## src/rtl/pbk_pkg.sv

```systemverilog
package pbk_pkg;
    localparam int REG_W     = 16;
    localparam int BUS_W     = 32;
    localparam int NUM_CTRL  = 12;
    localparam int NUM_STAT  = 2;
    localparam int NUM_LANES = 4;
    localparam int IDX_W     = $clog2(NUM_CTRL + NUM_STAT);
    localparam int EMPH_W    = 4;
    localparam int AMP_W     = 3;
    localparam int SCALE_W   = 2;
    localparam int LANE_PITCH = 4;

    // word indices (offset / 4)
    localparam int W_TXPWR  = 0;
    localparam int W_PLLDIV = 1;
    localparam int W_CLKSEL = 2;
    localparam int W_EMPH   = 3;
    localparam int W_AMP    = 4;
    localparam int W_SCALE  = 5;
    localparam int W_SSC    = 6;
    localparam int W_SPARE  = 7;
    localparam int W_PLLHI  = 8;
    localparam int W_TXCTL  = 9;
    localparam int W_AUXPWR = 10;
    localparam int W_AUXCFG = 11;

    typedef enum logic [1:0] {ACC_NONE, ACC_CTRL, ACC_STAT} acc_kind_e;

    typedef struct packed {
        acc_kind_e        kind;
        logic [IDX_W-1:0] idx;
    } decode_t;

    typedef logic [NUM_CTRL-1:0][REG_W-1:0] ctrl_words_t;

    function automatic logic [REG_W-1:0] span(int hi, int lo);
        logic [31:0] t;
        t = ((32'd1 << (hi - lo + 1)) - 32'd1) << lo;
        return t[REG_W-1:0];
    endfunction

    // bits of each control word that hold a field
    function automatic logic [REG_W-1:0] impl_mask(int idx);
        logic [REG_W-1:0] m;
        m = '0;
        case (idx)
            W_TXPWR:  m = span(11, 8) | span(7, 4) | span(1, 1) | span(0, 0);
            W_PLLDIV: m = span(14, 0);
            W_CLKSEL: m = span(10, 8) | span(5, 4) | span(3, 0);
            W_EMPH:   m = span(15, 0);
            W_AMP: begin
                for (int l = 0; l < NUM_LANES; l++)
                    m |= span(LANE_PITCH * l + AMP_W - 1, LANE_PITCH * l);
            end
            W_SCALE:  m = span(9, 8) | span(2 * NUM_LANES - 1, 0);
            W_SSC:    m = span(15, 12) | span(11, 11) | span(9, 0);
            W_SPARE, W_PLLHI, W_TXCTL: m = span(15, 0);
            W_AUXPWR: m = span(5, 4) | span(2, 0);
            W_AUXCFG: m = span(14, 12) | span(11, 10) | span(9, 8) | span(6, 4) | span(2, 0);
            default:  m = '0;
        endcase
        return m;
    endfunction

    function automatic ctrl_words_t reset_words();
        ctrl_words_t w;
        w = '0;
        w[W_TXPWR] = span(11, 4) | span(0, 0);
        return w;
    endfunction
endpackage

```

## src/rtl/pbk_addr_decode.sv

```systemverilog
module pbk_addr_decode
    import pbk_pkg::*;
#(
    parameter int ADDR_W = 8
) (
    input  logic [ADDR_W-1:0] addr_i,
    output decode_t           dec_o
);
    localparam int WORD_W = ADDR_W - 2;

    logic [WORD_W-1:0] word;
    logic              aligned;

    assign word    = addr_i[ADDR_W-1:2];
    assign aligned = (addr_i[1:0] == 2'b00);

    always_comb begin
        dec_o.kind = ACC_NONE;
        dec_o.idx  = '0;
        if (aligned && (int'(word) < NUM_CTRL)) begin
            dec_o.kind = ACC_CTRL;
            dec_o.idx  = IDX_W'(word);
        end else if (aligned && (int'(word) < NUM_CTRL + NUM_STAT)) begin
            dec_o.kind = ACC_STAT;
            dec_o.idx  = IDX_W'(int'(word) - NUM_CTRL);
        end
    end
endmodule

```

## src/rtl/pbk_ctrl_store.sv

```systemverilog
module pbk_ctrl_store
    import pbk_pkg::*;
(
    input  logic             clk,
    input  logic             rst_n,
    input  logic             wr_en,
    input  decode_t          dec_i,
    input  logic [REG_W-1:0] wr_data,
    input  logic [REG_W-1:0] wr_mask,
    output ctrl_words_t      words_o
);
    typedef struct packed {
        ctrl_words_t word;
    } store_t;

    localparam ctrl_words_t RST_WORDS = reset_words();

    store_t      st_d, st_q;
    ctrl_words_t bit_en;

    for (genvar i = 0; i < NUM_CTRL; i++) begin : g_en
        assign bit_en[i] = (wr_en && dec_i.kind == ACC_CTRL && dec_i.idx == IDX_W'(i))
                           ? (wr_mask & impl_mask(i)) : '0;
    end

    always_comb begin
        st_d = st_q;
        for (int i = 0; i < NUM_CTRL; i++)
            st_d.word[i] = (st_q.word[i] & ~bit_en[i]) | (wr_data & bit_en[i]);
    end

    always_ff @(posedge clk or negedge rst_n) begin
        if (!rst_n) st_q.word <= RST_WORDS;
        else        st_q <= st_d;
    end

    assign words_o = st_q.word;
endmodule

```

## src/rtl/pbk_read_port.sv

```systemverilog
module pbk_read_port
    import pbk_pkg::*;
(
    input  logic             clk,
    input  logic             rst_n,
    input  logic             rd_en,
    input  decode_t          dec_i,
    input  ctrl_words_t      words_i,
    input  logic             pll_ready_i,
    output logic [BUS_W-1:0] rdata_o
);
    typedef struct packed {
        logic [BUS_W-1:0] rdata;
    } rd_t;

    rd_t              rd_d, rd_q;
    logic [REG_W-1:0] sel;

    always_comb begin
        sel = '0;
        case (dec_i.kind)
            ACC_CTRL: begin
                for (int i = 0; i < NUM_CTRL; i++)
                    if (dec_i.idx == IDX_W'(i)) sel = words_i[i];
            end
            ACC_STAT: begin
                if (dec_i.idx == '0) sel = {{(REG_W-1){1'b0}}, pll_ready_i};
            end
            default: sel = '0;
        endcase
        rd_d = rd_q;
        if (rd_en) rd_d.rdata = {{(BUS_W-REG_W){1'b0}}, sel};
    end

    always_ff @(posedge clk or negedge rst_n) begin
        if (!rst_n) rd_q <= '0;
        else        rd_q <= rd_d;
    end

    assign rdata_o = rd_q.rdata;
endmodule

```

## src/rtl/pbk_field_map.sv

```systemverilog
module pbk_field_map
    import pbk_pkg::*;
(
    input  ctrl_words_t                    words_i,
    output logic [NUM_LANES-1:0]           lane_idle_o,
    output logic [NUM_LANES-1:0]           lane_pd_o,
    output logic                           iddq_en_o,
    output logic                           pll_pd_o,
    output logic [14:0]                    pll_div_o,
    output logic [2:0]                     term_sel_o,
    output logic [1:0]                     rate_sel_o,
    output logic [3:0]                     ref_div_o,
    output logic [NUM_LANES*EMPH_W-1:0]    lane_emph_o,
    output logic [NUM_LANES*AMP_W-1:0]     lane_amp_o,
    output logic [NUM_LANES*SCALE_W-1:0]   lane_scale_o,
    output logic [1:0]                     tx_mode_o,
    output logic [3:0]                     ssc_depth_o,
    output logic                           ssc_en_o,
    output logic [9:0]                     ssc_cnt_o,
    output logic [REG_W-1:0]               spare_ctl_o,
    output logic [REG_W-1:0]               pll_ctl_hi_o,
    output logic [REG_W-1:0]               tx_ctl_o,
    output logic                           aux_rx_pd_sel_o,
    output logic                           aux_tx_pd_sel_o,
    output logic                           aux_idle_o,
    output logic                           aux_rx_pd_o,
    output logic                           aux_tx_pd_o,
    output logic [2:0]                     aux_vcm_o,
    output logic [1:0]                     aux_mode_o,
    output logic [1:0]                     aux_scale_o,
    output logic [2:0]                     aux_amp_o,
    output logic [2:0]                     aux_term_o
);
    logic [REG_W-1:0] w_pwr, w_clk, w_scale, w_ssc, w_auxp, w_auxc;

    assign w_pwr   = words_i[W_TXPWR];
    assign w_clk   = words_i[W_CLKSEL];
    assign w_scale = words_i[W_SCALE];
    assign w_ssc   = words_i[W_SSC];
    assign w_auxp  = words_i[W_AUXPWR];
    assign w_auxc  = words_i[W_AUXCFG];

    assign lane_idle_o = w_pwr[8 +: NUM_LANES];
    assign lane_pd_o   = w_pwr[4 +: NUM_LANES];
    assign iddq_en_o   = w_pwr[1];
    assign pll_pd_o    = w_pwr[0];

    assign pll_div_o  = words_i[W_PLLDIV][14:0];
    assign term_sel_o = w_clk[10:8];
    assign rate_sel_o = w_clk[5:4];
    assign ref_div_o  = w_clk[3:0];

    for (genvar l = 0; l < NUM_LANES; l++) begin : g_lane
        assign lane_emph_o[l*EMPH_W +: EMPH_W]    = words_i[W_EMPH][l*LANE_PITCH +: EMPH_W];
        assign lane_amp_o[l*AMP_W +: AMP_W]       = words_i[W_AMP][l*LANE_PITCH +: AMP_W];
        assign lane_scale_o[l*SCALE_W +: SCALE_W] = w_scale[l*SCALE_W +: SCALE_W];
    end
    assign tx_mode_o = w_scale[9:8];

    assign ssc_depth_o = w_ssc[15:12];
    assign ssc_en_o    = w_ssc[11];
    assign ssc_cnt_o   = w_ssc[9:0];

    assign spare_ctl_o  = words_i[W_SPARE];
    assign pll_ctl_hi_o = words_i[W_PLLHI];
    assign tx_ctl_o     = words_i[W_TXCTL];

    assign aux_rx_pd_sel_o = w_auxp[5];
    assign aux_tx_pd_sel_o = w_auxp[4];
    assign aux_idle_o      = w_auxp[2];
    assign aux_rx_pd_o     = w_auxp[1];
    assign aux_tx_pd_o     = w_auxp[0];

    assign aux_vcm_o   = w_auxc[14:12];
    assign aux_mode_o  = w_auxc[11:10];
    assign aux_scale_o = w_auxc[9:8];
    assign aux_amp_o   = w_auxc[6:4];
    assign aux_term_o  = w_auxc[2:0];
endmodule

```

## src/rtl/pbk_phy_ctl_bank.sv

```systemverilog
module pbk_phy_ctl_bank
    import pbk_pkg::*;
#(
    parameter int ADDR_W = 8
) (
    input  logic              clk,
    input  logic              rst_n,
    input  logic              bus_wr,
    input  logic              bus_rd,
    input  logic [ADDR_W-1:0] bus_addr,
    input  logic [31:0]       bus_wdata,
    output logic [31:0]       bus_rdata,
    input  logic              pll_ready_i,
    output logic [3:0]        lane_idle_o,
    output logic [3:0]        lane_pd_o,
    output logic              iddq_en_o,
    output logic              pll_pd_o,
    output logic [14:0]       pll_div_o,
    output logic [2:0]        term_sel_o,
    output logic [1:0]        rate_sel_o,
    output logic [3:0]        ref_div_o,
    output logic [15:0]       lane_emph_o,
    output logic [11:0]       lane_amp_o,
    output logic [7:0]        lane_scale_o,
    output logic [1:0]        tx_mode_o,
    output logic [3:0]        ssc_depth_o,
    output logic              ssc_en_o,
    output logic [9:0]        ssc_cnt_o,
    output logic [15:0]       spare_ctl_o,
    output logic [15:0]       pll_ctl_hi_o,
    output logic [15:0]       tx_ctl_o,
    output logic              aux_rx_pd_sel_o,
    output logic              aux_tx_pd_sel_o,
    output logic              aux_idle_o,
    output logic              aux_rx_pd_o,
    output logic              aux_tx_pd_o,
    output logic [2:0]        aux_vcm_o,
    output logic [1:0]        aux_mode_o,
    output logic [1:0]        aux_scale_o,
    output logic [2:0]        aux_amp_o,
    output logic [2:0]        aux_term_o
);
    decode_t     dec;
    ctrl_words_t words;

    pbk_addr_decode #(.ADDR_W(ADDR_W)) u_dec (
        .addr_i (bus_addr),
        .dec_o  (dec)
    );

    pbk_ctrl_store u_store (
        .clk     (clk),
        .rst_n   (rst_n),
        .wr_en   (bus_wr),
        .dec_i   (dec),
        .wr_data (bus_wdata[REG_W-1:0]),
        .wr_mask (bus_wdata[BUS_W-1:REG_W]),
        .words_o (words)
    );

    pbk_read_port u_rd (
        .clk         (clk),
        .rst_n       (rst_n),
        .rd_en       (bus_rd),
        .dec_i       (dec),
        .words_i     (words),
        .pll_ready_i (pll_ready_i),
        .rdata_o     (bus_rdata)
    );

    pbk_field_map u_map (
        .words_i         (words),
        .lane_idle_o     (lane_idle_o),
        .lane_pd_o       (lane_pd_o),
        .iddq_en_o       (iddq_en_o),
        .pll_pd_o        (pll_pd_o),
        .pll_div_o       (pll_div_o),
        .term_sel_o      (term_sel_o),
        .rate_sel_o      (rate_sel_o),
        .ref_div_o       (ref_div_o),
        .lane_emph_o     (lane_emph_o),
        .lane_amp_o      (lane_amp_o),
        .lane_scale_o    (lane_scale_o),
        .tx_mode_o       (tx_mode_o),
        .ssc_depth_o     (ssc_depth_o),
        .ssc_en_o        (ssc_en_o),
        .ssc_cnt_o       (ssc_cnt_o),
        .spare_ctl_o     (spare_ctl_o),
        .pll_ctl_hi_o    (pll_ctl_hi_o),
        .tx_ctl_o        (tx_ctl_o),
        .aux_rx_pd_sel_o (aux_rx_pd_sel_o),
        .aux_tx_pd_sel_o (aux_tx_pd_sel_o),
        .aux_idle_o      (aux_idle_o),
        .aux_rx_pd_o     (aux_rx_pd_o),
        .aux_tx_pd_o     (aux_tx_pd_o),
        .aux_vcm_o       (aux_vcm_o),
        .aux_mode_o      (aux_mode_o),
        .aux_scale_o     (aux_scale_o),
        .aux_amp_o       (aux_amp_o),
        .aux_term_o      (aux_term_o)
    );
endmodule

```

## config.mk

```make
export PLATFORM = sky130hd
export DESIGN_NAME = pbk_phy_ctl_bank
export DESIGN_NICKNAME = d
export VERILOG_FILES = /design/src/rtl/pbk_pkg.sv /design/src/rtl/pbk_addr_decode.sv /design/src/rtl/pbk_ctrl_store.sv /design/src/rtl/pbk_read_port.sv /design/src/rtl/pbk_field_map.sv /design/src/rtl/pbk_phy_ctl_bank.sv
export SDC_FILE = /design/constraint.sdc
export NUM_CORES = 1
export LEC_CHECK = 0
export BUFFER_PORTS_ARGS = -buffer_cell sky130_fd_sc_hd__buf_2
export CORE_UTILIZATION = 50
export CTS_CLUSTER_DIAMETER = 120
export DETAILED_ROUTE_END_ITERATION = 8
export PLACE_DENSITY = 0.76
export SKIP_CTS_REPAIR_TIMING = 1
export SLEW_MARGIN = 20
export SYNTH_ARGS = -nofsm -noshare
export SYNTH_HDL_FRONTEND = slang
export SYNTH_SLANG_ARGS = --single-unit
export TNS_END_PERCENT = 5
```

## constraint.sdc

```tcl
create_clock -name clk -period 2.4 [get_ports clk]
set_input_delay 0.36 -clock clk [delete_from_list [all_inputs] [get_ports clk]]
set_output_delay 0.36 -clock clk [all_outputs]
set_load 0.02 [all_outputs]
```

==> results.txt <==
run status: finished, final reports clean
clk root buf: sky130_fd_sc_hd__clkbuf_16
detailed-router iteration count before antenna repair: 6
DPL Wire Length: 24.9 mm
Clock Pin Slew Worst Setup and Hold Paths: 0.07 ns
Yosys cell types: 76
Max VDD drop: 504 uV
clock network power share: 0.437
startpoint of the worst hold path: bus_wdata[15]
detailed-route wire length: 33.5 mm
Crit path max-delay family: buffers and inverters
global-route wire length before repair: 49.1 mm
fraction of final layout cells with drive strength greater than 1: 0.429
CTS Buf Count: 17
worst-margin pin slew: 0.511 ns
CTS Buffer Depth: 2
Fmax: 447 MHz
synthesized area per cell: 10.3 sq um
cell type with the highest aggregate area in the netlist: sky130_fd_sc_hd__dfrtp_1
Buffers on Ports: 213
crit path from: bus_addr[4]
DP Worst Slack: -0.331 ns
area of the core: 0.0180 sq mm
num ports: 230
Worst Path Buf+Inv: 4
setup violation total in the final timing report: 0
RSZ-0062 raised after global routing: no
Switch Pwr: 0.00174 W
DRC violations left: 0
CTS tree: built
crit-path max cell delay: 0.35 ns
Power Internal: 0.00475 W
final hold violation count: 0
die area: 0.0189 sq mm
final antenna-violating net count: 0
worst-case register-to-register setup slack: 0.92 ns
core occupancy in the finished layout: 0.664
Critical R2R Capture: u_rd.rdata_o[12]
power consumption: 0.00649 W
max cap viols: 0
detail-routed net length per standard cell: 23.3 um
Tmin final: 2.24 ns
Clock Latency Late Sink: 0.43 ns
starting utilization of the core area: 0.510
flip-flop cell with the highest count after synthesis: sky130_fd_sc_hd__dfrtp_1
portion of total power attributed to sequential cells: 0.454
post-layout worst setup margin: 0.161 ns
sink count of the clock tree: 169
Area Overhead vs Synth: 30.4%
Worst slew margin: 0.659
element type at the critical path start: input pin
antenna cells: 0
fraction of the yosys area taken by sequential cells: 0.463
GR Overflow Total: 0
share of the clock period used by the worst path after layout: 0.933
post-route design area: 0.0119 sq mm
Post-Syn Area: 0.00916 sq mm
largest clock skew in the final design: 0.00774 ns
via density per instance: 6.09
synthesis-stage register bit count: 169
Critical Path Stages: 11
DRT iter0 DRCs: 867
Critical Path RT: 2.76 ns
power density of the placed cells: 544 mW/mm^2
GRT Resource Usage Total: 0.360
proportion of synthesized flip-flops having asynchronous set or reset: 1.00
post-route insts no fill: 1,439
leak pwr: 6.15 nW
largest fanout on the critical path: 8
worst path cell trace: buf_2 > ha_1 > buf_4 > buf_4 > nand2_1 > o21ai_0 > a21oi_1 > nor2_2 > buf_4 > nand2_1 > mux2_2
start-to-end type of the worst setup path: input pin to flop
share of Yosys cell area claimed by the top area cell type: 0.437
number of inserted filler cells in the final layout: 1,438
count of synthesis-stage warnings from yosys: 0
Final Wtd Congestion: 0.970
# placed instances: 1,406
final slew viol count: 0
gate count after technology mapping: 891
Die H: 137 um
Switching Fraction: 0.269
kind of end point of the critical path: flop
arrival time worst endpoint: 2.60 ns
Site Rows: 49
total placed instance area: 0.0113 sq mm
total number of H-tree levels: 4
vias in the first global route: 8,310
largest cells by area after synthesis: sky130_fd_sc_hd__dfrtp_1 44%, sky130_fd_sc_hd__mux2_2 13%, sky130_fd_sc_hd__nand2_1 7.5%
Chip Width: 137 um
worst min-delay path category: input pin to flop
worst-path cell with the longest stage delay: sky130_fd_sc_hd__a21oi_1
vias after detailed routing: 8,764
power share of the combinational group: 0.109
pin count of the biggest net entering global routing: 51
number of enable-type register cells in the synthesized netlist: 0
number of nets in the finished design: 1,243
FF-to-FF path depth: 5
most frequent CP cell: sky130_fd_sc_hd__buf_4
antenna violations before repair: 1
cell usage after synthesis (all sizes together), types with 6 or more instances:
master and n:
a21o 7, mux2i 8, clkbuf 20, inv 12, nor2b 6, a22oi 15
a221oi 8, nor3 17, o21ai 48, a21oi 28, nand2b 7, dfrtp 160
o221ai 9, buf 55, nand3 14, nand2 184, dfstp 9, mux2 156
nor2 44
metrics by stage:
step                      hold WS (ns)  TNS [ns]
final                            0.226         0
after global routing             0.233         0
after CTS                       -0.118         0
after detailed placement         0.343     -9.95
after global placement           0.350     -6.62
after floorplan                 0.0644         0
cell families (layout without fill, tap and decap cells):
group	Yosys count	count (layout)	share of synthesized area
adder cells (fa/ha/maj)	1	1	0.00137
buffers and inverters	87	391	0.0502
multiplexers	164	164	0.201
flip-flops	169	169	0.463
other	1	16	0.000410
AND/OR/NAND/NOR	294	294	0.153
AO/OA/AOI/OAI	175	175	0.131
power by group through the flow:
stage	Sequential, W	Clock (W)	Combinational (W)
after floorplan	0.00303	0	0.000322
after global placement	0.00300	0	0.000682
after detailed placement	0.00300	0	0.000688
after CTS	0.00295	0.00286	0.000692
after global routing	0.00295	0.00298	0.000752
final	0.00295	0.00284	0.000706
final cells by class:
class                      count  area, sq um  area share
multi-input combinational    650         4530       0.380
sequential                   169         4240       0.355
timing repair buffer         347         2230       0.187
clock buffer                  18          439      0.0368
tap                          229          287      0.0240
clock inverter                14          161      0.0135
inverter                      12         45.0     0.00377
worst register-to-register path, delay by kind of cell, from the launching register on:
family | cells | cell delay, ns
simple gates | 1 | 0.46
compound gates | 4 | 0.51
flops | 1 | 0.41
per-layer routing:
layer  vias up  routed length (um)  GRT usage
met4         2                1250      0.154
met2       541               15700      0.571
li1       3777                   -          -
met5         -                   8          0
met1      4341               13500      0.479
met3       103                3050     0.0703
placed cells by master, fill, tap and decap left out, drive strengths merged, types with 3 or more instances in the layout:
| master | instances |
|---|---|
| mux2 | 156 |
| nand3 | 14 |
| inv | 18 |
| a32oi | 3 |
| a21o | 7 |
| clkbuf | 18 |
| nor3 | 17 |
| clkinv | 5 |
| a211oi | 4 |
| mux2i | 8 |
| nor3b | 3 |
| a22oi | 15 |
| dfrtp | 160 |
| o2111ai | 3 |
| o31ai | 4 |
| o211ai | 4 |
| nand2 | 184 |
| a22o | 3 |
| buf | 346 |
| a221oi | 8 |
| a21oi | 28 |
| o221ai | 9 |
| nand2b | 7 |
| o21ai | 48 |
| nor4 | 3 |
| and3 | 3 |
| o22ai | 4 |
| dfstp | 9 |
| nor2b | 6 |
| conb | 16 |
| o2bb2ai | 5 |
| a222oi | 4 |
| nor2 | 44 |
| a31oi | 5 |
how the worst min path moves through the flow:
stage / end / slack, ns / depth (start not counted)
6_report: flop / 0.23 / 2
5_1_grt: flop / 0.23 / 2
4_1_cts: asynchronous set/reset pin / -0.12 / 1
3_5_place_dp: asynchronous set/reset pin / 0.34 / 1
3_3_place_gp: asynchronous set/reset pin / 0.35 / 1
2_1_floorplan: asynchronous set/reset pin / 0.06 / 0
No activity file was read; power rests on OpenSTA's default activity.
